File: config.mk
export PLATFORM = sky130hd
export DESIGN_NAME = dyn_bus_master
export DESIGN_NICKNAME = d
export VERILOG_FILES = /design/src/rtl/dbs_pkg.sv /design/src/rtl/dbs_seq.sv /design/src/rtl/dbs_lane_steer.sv /design/src/rtl/dbs_rd_pack.sv /design/src/rtl/dyn_bus_master.sv
export SDC_FILE = /design/constraint.sdc
export NUM_CORES = 1
export LEC_CHECK = 0
export BUFFER_PORTS_ARGS = -buffer_cell sky130_fd_sc_hd__buf_2
export CORE_ASPECT_RATIO = 0.75
export CORE_UTILIZATION = 53
export CTS_CLUSTER_SIZE = 8
export DETAILED_ROUTE_END_ITERATION = 16
export PLACE_DENSITY = 0.82
export SYNTH_ARGS = -nofsm -noshare
export SYNTH_HDL_FRONTEND = slang
export SYNTH_SLANG_ARGS = --single-unit
File: constraint.sdc
create_clock -name clk -period 3.8 [get_ports clk]
set_input_delay 0 -clock clk [delete_from_list [all_inputs] [get_ports clk]]
set_output_delay 0 -clock clk [all_outputs]
set_load 0.03 [all_outputs]
File: src/rtl/dbs_pkg.sv
`timescale 1ns/1ps
package dbs_pkg;
  localparam int LANE_W   = 8;
  localparam int BUS_W    = 16;
  localparam int LANES    = BUS_W / LANE_W;
  localparam int OP_BYTES = 4;
  localparam int OP_W     = OP_BYTES * LANE_W;
  localparam int CNT_W    = $clog2(OP_BYTES + 1);

  typedef enum logic [1:0] {ST_IDLE, ST_ADDR, ST_STRB} seq_st_t;

  // operand length in bytes from the two-bit code (00 means four)
  function automatic logic [CNT_W-1:0] len_of(input logic [1:0] code);
    return (code == 2'b00) ? CNT_W'(OP_BYTES) : CNT_W'(code);
  endfunction

  // remaining-byte count to the external size code
  function automatic logic [1:0] siz_of(input logic [CNT_W-1:0] rem);
    return rem[1:0];
  endfunction

  // bytes moved by one acknowledged cycle
  function automatic logic [CNT_W-1:0] step_of(input logic wide, input logic a0,
                                               input logic [CNT_W-1:0] rem);
    if (!wide || a0 || rem == CNT_W'(1)) return CNT_W'(1);
    return CNT_W'(2);
  endfunction
endpackage

File: src/rtl/dbs_seq.sv
`timescale 1ns/1ps
module dbs_seq
  import dbs_pkg::*;
(
  input  logic    clk,
  input  logic    rst_n,
  input  logic    start,
  input  logic    ack_ok,
  input  logic    last,
  output seq_st_t st,
  output logic    ready,
  output logic    as_o,
  output logic    ds_o,
  output logic    done,
  output logic    ack_evt
);
  always_ff @(posedge clk or negedge rst_n) begin
    if (!rst_n) begin
      st   <= ST_IDLE;
      done <= 1'b0;
    end else begin
      done <= 1'b0;
      case (st)
        ST_IDLE: if (start) st <= ST_ADDR;
        ST_ADDR: st <= ST_STRB;
        ST_STRB: if (ack_ok) begin
          if (last) begin
            st   <= ST_IDLE;
            done <= 1'b1;
          end else begin
            st <= ST_ADDR;
          end
        end
        default: st <= ST_IDLE;
      endcase
    end
  end

  assign ready   = (st == ST_IDLE);
  assign as_o    = (st == ST_STRB);
  assign ds_o    = (st == ST_STRB);
  assign ack_evt = (st == ST_STRB) && ack_ok;

  AST_DONE_PULSE: assert property (@(posedge clk) disable iff (!rst_n)
    done |=> !done);
  AST_DONE_IDLE: assert property (@(posedge clk) disable iff (!rst_n)
    done |-> ready);
endmodule

File: src/rtl/dbs_lane_steer.sv
`timescale 1ns/1ps
module dbs_lane_steer
  import dbs_pkg::*;
(
  input  logic [BUS_W-1:0] head,
  input  logic             a0,
  output logic [BUS_W-1:0] dout
);
  for (genvar g = 0; g < LANES; g++) begin : g_lane
    localparam int HI = BUS_W - 1 - LANE_W * g;
    if (g == 0) begin : g_up
      assign dout[HI -: LANE_W] = head[BUS_W-1 -: LANE_W];
    end else begin : g_lo
      assign dout[HI -: LANE_W] = a0 ? head[BUS_W-1 -: LANE_W] : head[HI -: LANE_W];
    end
  end
endmodule

File: src/rtl/dbs_rd_pack.sv
`timescale 1ns/1ps
module dbs_rd_pack
  import dbs_pkg::*;
(
  input  logic [BUS_W-1:0] din,
  input  logic             wide,
  input  logic             a0,
  input  logic [CNT_W-1:0] step,
  input  logic [OP_W-1:0]  acc,
  output logic [OP_W-1:0]  acc_nxt
);
  logic [LANE_W-1:0] pick;
  always_comb begin
    pick = (wide && a0) ? din[LANE_W-1:0] : din[BUS_W-1 -: LANE_W];
    if (step == CNT_W'(2)) acc_nxt = {acc[OP_W-BUS_W-1:0], din};
    else                   acc_nxt = {acc[OP_W-LANE_W-1:0], pick};
  end
endmodule

File: src/rtl/dyn_bus_master.sv
`timescale 1ns/1ps
module dyn_bus_master
  import dbs_pkg::*;
#(
  parameter int ADDR_W = 24,
  parameter int FC_W   = 3
) (
  input  logic              clk,
  input  logic              rst_n,
  input  logic              req_valid,
  input  logic              req_write,
  input  logic [1:0]        req_size,
  input  logic [ADDR_W-1:0] req_addr,
  input  logic [FC_W-1:0]   req_fc,
  input  logic [31:0]       req_wdata,
  output logic              req_ready,
  output logic              op_done,
  output logic [31:0]       op_rdata,
  output logic [ADDR_W-1:0] bus_addr,
  output logic [1:0]        bus_siz,
  output logic [FC_W-1:0]   bus_fc,
  output logic              bus_rw,
  output logic              bus_as,
  output logic              bus_ds,
  output logic [15:0]       bus_dout,
  output logic              bus_doe,
  input  logic [15:0]       bus_din,
  input  logic [1:0]        bus_dsack
);
  seq_st_t           st;
  logic              start, ack_ok, ack_evt, wide, last;
  logic [CNT_W-1:0]  rem_q, tot_q, step, req_len;
  logic [ADDR_W-1:0] addr_q, base_q;
  logic [OP_W-1:0]   wbuf_q, rbuf_q, acc_nxt;
  logic [FC_W-1:0]   fc_q;
  logic              rw_q;

  assign start   = req_valid && req_ready;
  assign wide    = (bus_dsack == 2'b10);
  assign ack_ok  = (bus_dsack == 2'b01) || wide;
  assign step    = step_of(wide, addr_q[0], rem_q);
  assign last    = (step == rem_q);
  assign req_len = len_of(req_size);

  dbs_seq u_seq (
    .clk(clk), .rst_n(rst_n), .start(start), .ack_ok(ack_ok), .last(last),
    .st(st), .ready(req_ready), .as_o(bus_as), .ds_o(bus_ds),
    .done(op_done), .ack_evt(ack_evt)
  );

  dbs_lane_steer u_steer (
    .head(wbuf_q[OP_W-1 -: BUS_W]), .a0(addr_q[0]), .dout(bus_dout)
  );

  dbs_rd_pack u_pack (
    .din(bus_din), .wide(wide), .a0(addr_q[0]), .step(step),
    .acc(rbuf_q), .acc_nxt(acc_nxt)
  );

  always_ff @(posedge clk or negedge rst_n) begin
    if (!rst_n) begin
      addr_q <= '0;
      base_q <= '0;
      rem_q  <= '0;
      tot_q  <= '0;
      fc_q   <= '0;
      rw_q   <= 1'b1;
      wbuf_q <= '0;
      rbuf_q <= '0;
    end else if (start) begin
      addr_q <= req_addr;
      base_q <= req_addr;
      rem_q  <= req_len;
      tot_q  <= req_len;
      fc_q   <= req_fc;
      rw_q   <= !req_write;
      wbuf_q <= req_wdata << {(CNT_W'(OP_BYTES) - req_len), 3'b000};
      rbuf_q <= '0;
    end else if (ack_evt) begin
      addr_q <= addr_q + ADDR_W'(step);
      rem_q  <= rem_q - step;
      wbuf_q <= wbuf_q << {step, 3'b000};
      rbuf_q <= acc_nxt;
    end
  end

  assign bus_addr = addr_q;
  assign bus_siz  = siz_of(rem_q);
  assign bus_fc   = fc_q;
  assign bus_rw   = rw_q;
  assign bus_doe  = !rw_q && (st != ST_IDLE);
  assign op_rdata = rbuf_q;

  AST_ADDR_HOLD: assert property (@(posedge clk) disable iff (!rst_n)
    (bus_as && $past(bus_as)) |-> ($stable(bus_addr) && $stable(bus_siz)));
  AST_STEP_BOUND: assert property (@(posedge clk) disable iff (!rst_n)
    ack_evt |-> (step != '0 && step <= rem_q));
  AST_ADDR_TRACK: assert property (@(posedge clk) disable iff (!rst_n)
    (st != ST_IDLE) |-> ((bus_addr - base_q) == ADDR_W'(tot_q - rem_q)));
  AST_DONE_EMPTY: assert property (@(posedge clk) disable iff (!rst_n)
    op_done |-> (rem_q == '0));
  AST_RW_HOLD: assert property (@(posedge clk) disable iff (!rst_n)
    !$past(start) |-> $stable(bus_rw));
  AST_STROBE_PAIR: assert property (@(posedge clk) disable iff (!rst_n)
    bus_ds |-> bus_as);
endmodule

## Yosys cells after proc, flatten, opt, wreduce, memory -nomap -nowiden

Cells that the tools add are included.

- Bits of input ports: 83
- Output and inout bits: 83
- Flip-flop bits (word level): 98

- Reductions and logical operators: 15
- Add/subtract/negate cells: 3
- Shift-type cells: 2
- Equal/unequal tests: 9
- Multiplexer cells: 22

Operator list:

| operator | count |
|---|---|
| 2-to-1 mux 32 bit | 5 |
| << shifter 32 x 6 -> 32 bit | 2 |
| 2-to-1 mux 24 bit | 2 |
| adder 24 x 3 -> 24 bit | 1 |
| 2-to-1 mux 8 bit | 2 |
| 2-to-1 mux 3 bit | 5 |
| case mux 2 bit (3 select lines) | 1 |
| 2-to-1 mux 1 bit | 5 |
| equality test 2 x 1 -> 1 bit, second input constant | 2 |
| equality test 2 bit, second input constant | 2 |
| logical AND 1 bit | 4 |
| logical NOT 2 bit | 2 |
| 2-to-1 mux 2 bit | 2 |
| != test 2 x 1 -> 1 bit, second input constant | 2 |
| nonzero test 2 bit | 2 |
| equality test 3 x 1 -> 1 bit, second input constant | 1 |
| equality test 3 x 2 -> 1 bit, second input constant | 1 |
| equality test 3 bit | 1 |
| logical NOT 1 bit | 3 |
| logical OR 1 bit | 3 |
| subtractor 3 bit | 1 |
| subtractor 3 bit, first input constant | 1 |
| AND reduction 2 bit | 1 |

## Depth between registers and ports, before layout

- Depth in word-level cells: 10
- Depth in mapped cells: 12
- Gate-level depth less buffers: 10

## Modules after synthesis

Synthesis repeated with hierarchy kept, for this count alone.

- Cell total of the unflattened synthesis: 583
- Area total of the unflattened synthesis: 5,799.3 um2

By module, submodules not included:

| module | seq. area each (um2) | instances | cells each | area an instance (um2) |
|---|---|---|---|---|
| dyn_bus_master | 2,378.5 | 1 | 517 | 5,051.1 |
| dbs_rd_pack | 0.0 | 1 | 37 | 416.6 |
| dbs_lane_steer | 0.0 | 1 | 17 | 191.4 |
| dbs_seq | 75.1 | 1 | 12 | 140.1 |

## Worst setup path after synthesis

No wires, ideal clock.

- Kind: register to register
- From: register rem_q[1]
- To: register addr_q[13] (netlist: bus_addr[13])
- Required time: 3.657 ns
- Library setup time: 0.143 ns
- Stages on the path, launching flop included: 11
- Arrival: 2.513 ns
- Setup slack: 1.145 ns
- Cell sequence: dfrtp_1 > or3b_4 > and3b_4 > buf_12 > buf_6 > ha_1 > a21oi_1 > nor4b_4 > nand2_1 > o211ai_1 > o311ai_1

- Longest elaborated chain between the ends: 7

Ends and longest elaborated chain:

| item | RTL line | text |
|---|---|---|
| start, declared | dyn_bus_master.sv:32 | `logic [CNT_W-1:0] rem_q, tot_q, step, req_len;` |
| start signal, assigned | dyn_bus_master.sv:73 | `rem_q <= req_len;` |
| start signal, assigned | dyn_bus_master.sv:81 | `rem_q <= rem_q - step;` |
| equality test 3 x 1 -> 1 bit | dbs_pkg.sv:25 | `if (!wide \|\| a0 \|\| rem == CNT_W'(1)) return CNT_W'(1);` |
| logical OR 1 bit | dbs_pkg.sv:25 |  |
| 2-to-1 mux 1 bit | dbs_pkg.sv:25 |  |
| 2-to-1 mux 3 bit | dbs_pkg.sv:26 | `return CNT_W'(2);` |
| adder 24 x 3 -> 24 bit | dyn_bus_master.sv:80 | `addr_q <= addr_q + ADDR_W'(step);` |
| 2-to-1 mux 24 bit | dyn_bus_master.sv:79 | `end else if (ack_evt) begin` |
| 2-to-1 mux 24 bit | dyn_bus_master.sv:70 | `end else if (start) begin` |
| end signal, assigned | dyn_bus_master.sv:71 | `addr_q <= req_addr;` |
| end signal, assigned | dyn_bus_master.sv:80 |  |
| end, declared | dyn_bus_master.sv:33 | `logic [ADDR_W-1:0] addr_q, base_q;` |

No other way between the ends. The select of a mux whose other input is x is not followed.
A chain may end at the register's enable or synchronous reset.

## Final worst setup path

Same ends and word-level chain as after synthesis.

==> flow_summary.ini <==
[outcome]
status = complete, no violations

[power_and_ir_drop]
vdd_drop_max_mv = 0.447
totalPowerFinal_mw = 5.54
p_leak_nw = 3.40
powerDensity_nw_per_um2 = 765

[critical_path]
required_ns = 4.02
reg2reg_to = bus_addr[13]
cp-endpoint = bus_addr[13]
crit_path_start = rem_q[1]
r2r_cells = 9
crit_path_start_kind = register
worstPathArrival_ns = 2.84
crit_type = reg2reg
crit_fanout = 9
end_kind = register
worstReg2RegStart = rem_q[1]
r2r_slack_ns = 1.18

[placed_design]
dp_hpwl_mm = 10.1
port_buffers = 165
routabilityCongestion = 0.880
dp_cells = 845

[clock_network]
cts_tree = done
root_buffer = clkbuf_16
postCtsSetupRepairBufs = 0
clock-sinks = 98
clock_latency_ns = 0.35
cts_buffers = 9
htree_levels = 3
clkTransAtPathRegs_ns = 0.07
cts_max_path_buffers = 2

[global_routing]
grt_max_degree = 62
grt_pass1_wl_mm = 25.3
grt-ovfl-total = 0
grt.total_usage_pct = 29.2
grt_pass1_vias = 5179
antenna_found_initial = 0

[floorplan]
dieWidth_um = 121
core_area_um2 = 10300
dieArea_um2 = 11100
initial_utilization_pct = 54.7
num_io_pins = 166
fp-row-count = 32
die_y_um = 91.4

[synth]
synth-edff-count = 0
synth_nets = 676
synth_top_cell_area_share_pct = 43.0
ys_ff_latch = 98
synth.avg_cell_area_um2 = 9.64
synth_cell_types = 51
synthCells = 586
async_reset_ff_share_pct = 100
synth_ff_type = dfrtp_1
synth.area.top_cells = dfrtp_1 (43%), mux2i_1 (9.9%), nand2_1 (7.4%)
synth_top_cell_by_area = dfrtp_1
syn_area_um2 = 5650
ys_seq_area_share_pct = 43.4
ys_warn_count = 0

[layout]
antenna_cells = 0
seq_area_um2 = 2450
layout_commonest_cell = buf_2
stdcell_count = 916
fill_cells = 810
fin_nets = 865
layout_common_cells = buf_2 (164), nand2_1 (111), dfrtp_1 (97), o21ai_0 (69), mux2i_1 (56)
area_growth_pct = 28.1
multiInputGateArea_um2 = 2850
post_route_cells_drive_above_1_share_pct = 28.6

[timing]
grt_setup_unrepaired = false
max_slew_margin_pct = 22.4
maxSlewViolCount = 0
setup_violations = 0
post-route-period-util_pct = 69.1
hold_viol = 0
finClkSkew_ns = 0.00837
clock.fmax_ghz = 0.381
period_needed_ns = 2.62
worst_pin_slew_ns = 1.16
setup_tns_ns = 0

[worst_hold_path]
worstHoldPathType = in2reg
hold_path_depth = 3

[drt]
top_layer = met4
via_per_inst = 5.75
drtAntennaViolNets = 0
route.met2.wl_mm = 7.49
route.detailed.drc = 0
wl_met3_um = 984
postRouteWirelength_mm = 15.7
vias = 5268
avgRoutedWirePerCell_um = 17.1
met1Wirelength_mm = 6.77
drt_iter0_drc = 360
first_pass_iters = 5

[flow_run]
maxCapViolCount = 0
[registers in the layout, summed over array words and instances (netlist names), named ones only]
signal      flops
u_seq.done      1
bus_fc          3
rem_q           3
bus_rw          1
bus_addr       24
u_seq.st        2
op_rdata       32
wbuf_q         25
[kinds of logic (layout without fill, tap and decap cells)]
family          count (synthesis)  after routing  synth area share, %
fa+ha+maj                       7              7                 1.68
simple gates                  184            184                 15.8
mux                            72             72                 13.1
compound gates                152            152                 17.6
xor+xnor                       14             14                 2.17
flops                          98             98                 43.4
buf+inv                        59            253                 6.20
[area by class of cell]
| class | count | area share (%) |
|---|---|---|
| Clock buffer | 10 | 3.30 |
| Clock inverter | 6 | 0.692 |
| Inverter | 9 | 0.467 |
| Multi-Input combinational cell | 429 | 39.4 |
| Sequential cell | 98 | 33.9 |
| Tap cell | 136 | 2.35 |
| Timing Repair Buffer | 228 | 19.9 |
[repair_timing]
action                    4_1_cts  5_1_grt
resized for setup               0        0
hold endpoints to repair      108        0
hold buffers                   55        0
[cell usage after synthesis, types with 4 or more instances]
cell and count:
xor2_1 9, o211ai_1 21, nor2b_1 7, nand2b_1 4, a22o_1 8, a21oi_1 8
o311ai_0 5, mux2i_1 56, mux2_2 16, ha_1 6, nor4_1 4, inv_1 9
nand2_1 111, buf_4 13, dfrtp_1 97, xnor2_1 5, a2bb2oi_1 8, buf_6 4
a211oi_2 6, o21ai_0 69, nor2_1 14, o21ai_1 13, clkbuf_1 14, buf_2 14
nand4_1 5, nand3_1 19
[critical path: stages, from the launching register on]
cell and delay, ns:
dfrtp_1 0.43, or3b_4 0.43, and3b_4 0.25, inv_1 0.12, ha_1 0.20, a21oi_1 0.15, nor4b_4 0.36, nand2_1 0.20
o211ai_1 0.23, o311ai_1 0.12
[routing by layer]
metal  vias to the layer above  GRT usage [%]
li1                       2462              -
met1                      2535           38.1
met2                       228           48.1
met3                        43           5.28
met4                         0           11.3
met5                         -              0
[through the flow]
step / instance area [µm²] / setup WS, ns / utilization [%] / hold slack [ns]
2_1_floorplan: 5650 / 1.14 / - / -0.296
3_3_place_gp: 6390 / 1.30 / 61.9 / 0.120
3_5_place_dp: 6390 / 1.20 / 61.9 / 0.119
4_1_cts: 7230 / 1.18 / 70.0 / 0.000943
5_1_grt: 7230 / 0.950 / 70.0 / 0.0182
6_report: 7230 / 1.18 / 70.0 / 0.00654
[report_power, final]
part | total (mW) | leakage [nW] | internal [mW] | switching [mW]
registers | 1.88 | 1.28 | 1.45 | 0.423
clock network | 0.874 | 0.135 | 0.467 | 0.407
logic | 2.79 | 1.99 | 0.938 | 1.85
total | 5.54 | 3.40 | 2.86 | 2.68
[worst min-delay path by stage]
stage / slack, ns / endpoint / start
floorplan: -0.30 / async pin / rst_n
global placement: 0.12 / async pin / rst_n
detailed placement: 0.12 / async pin / rst_n
CTS: 0.0009 / op_rdata[15] / bus_din[15]
global route: 0.02 / op_rdata[15] / bus_din[15]
finish: 0.007 / op_rdata[15] / bus_din[15]
(Power assumes the default switching activity.)
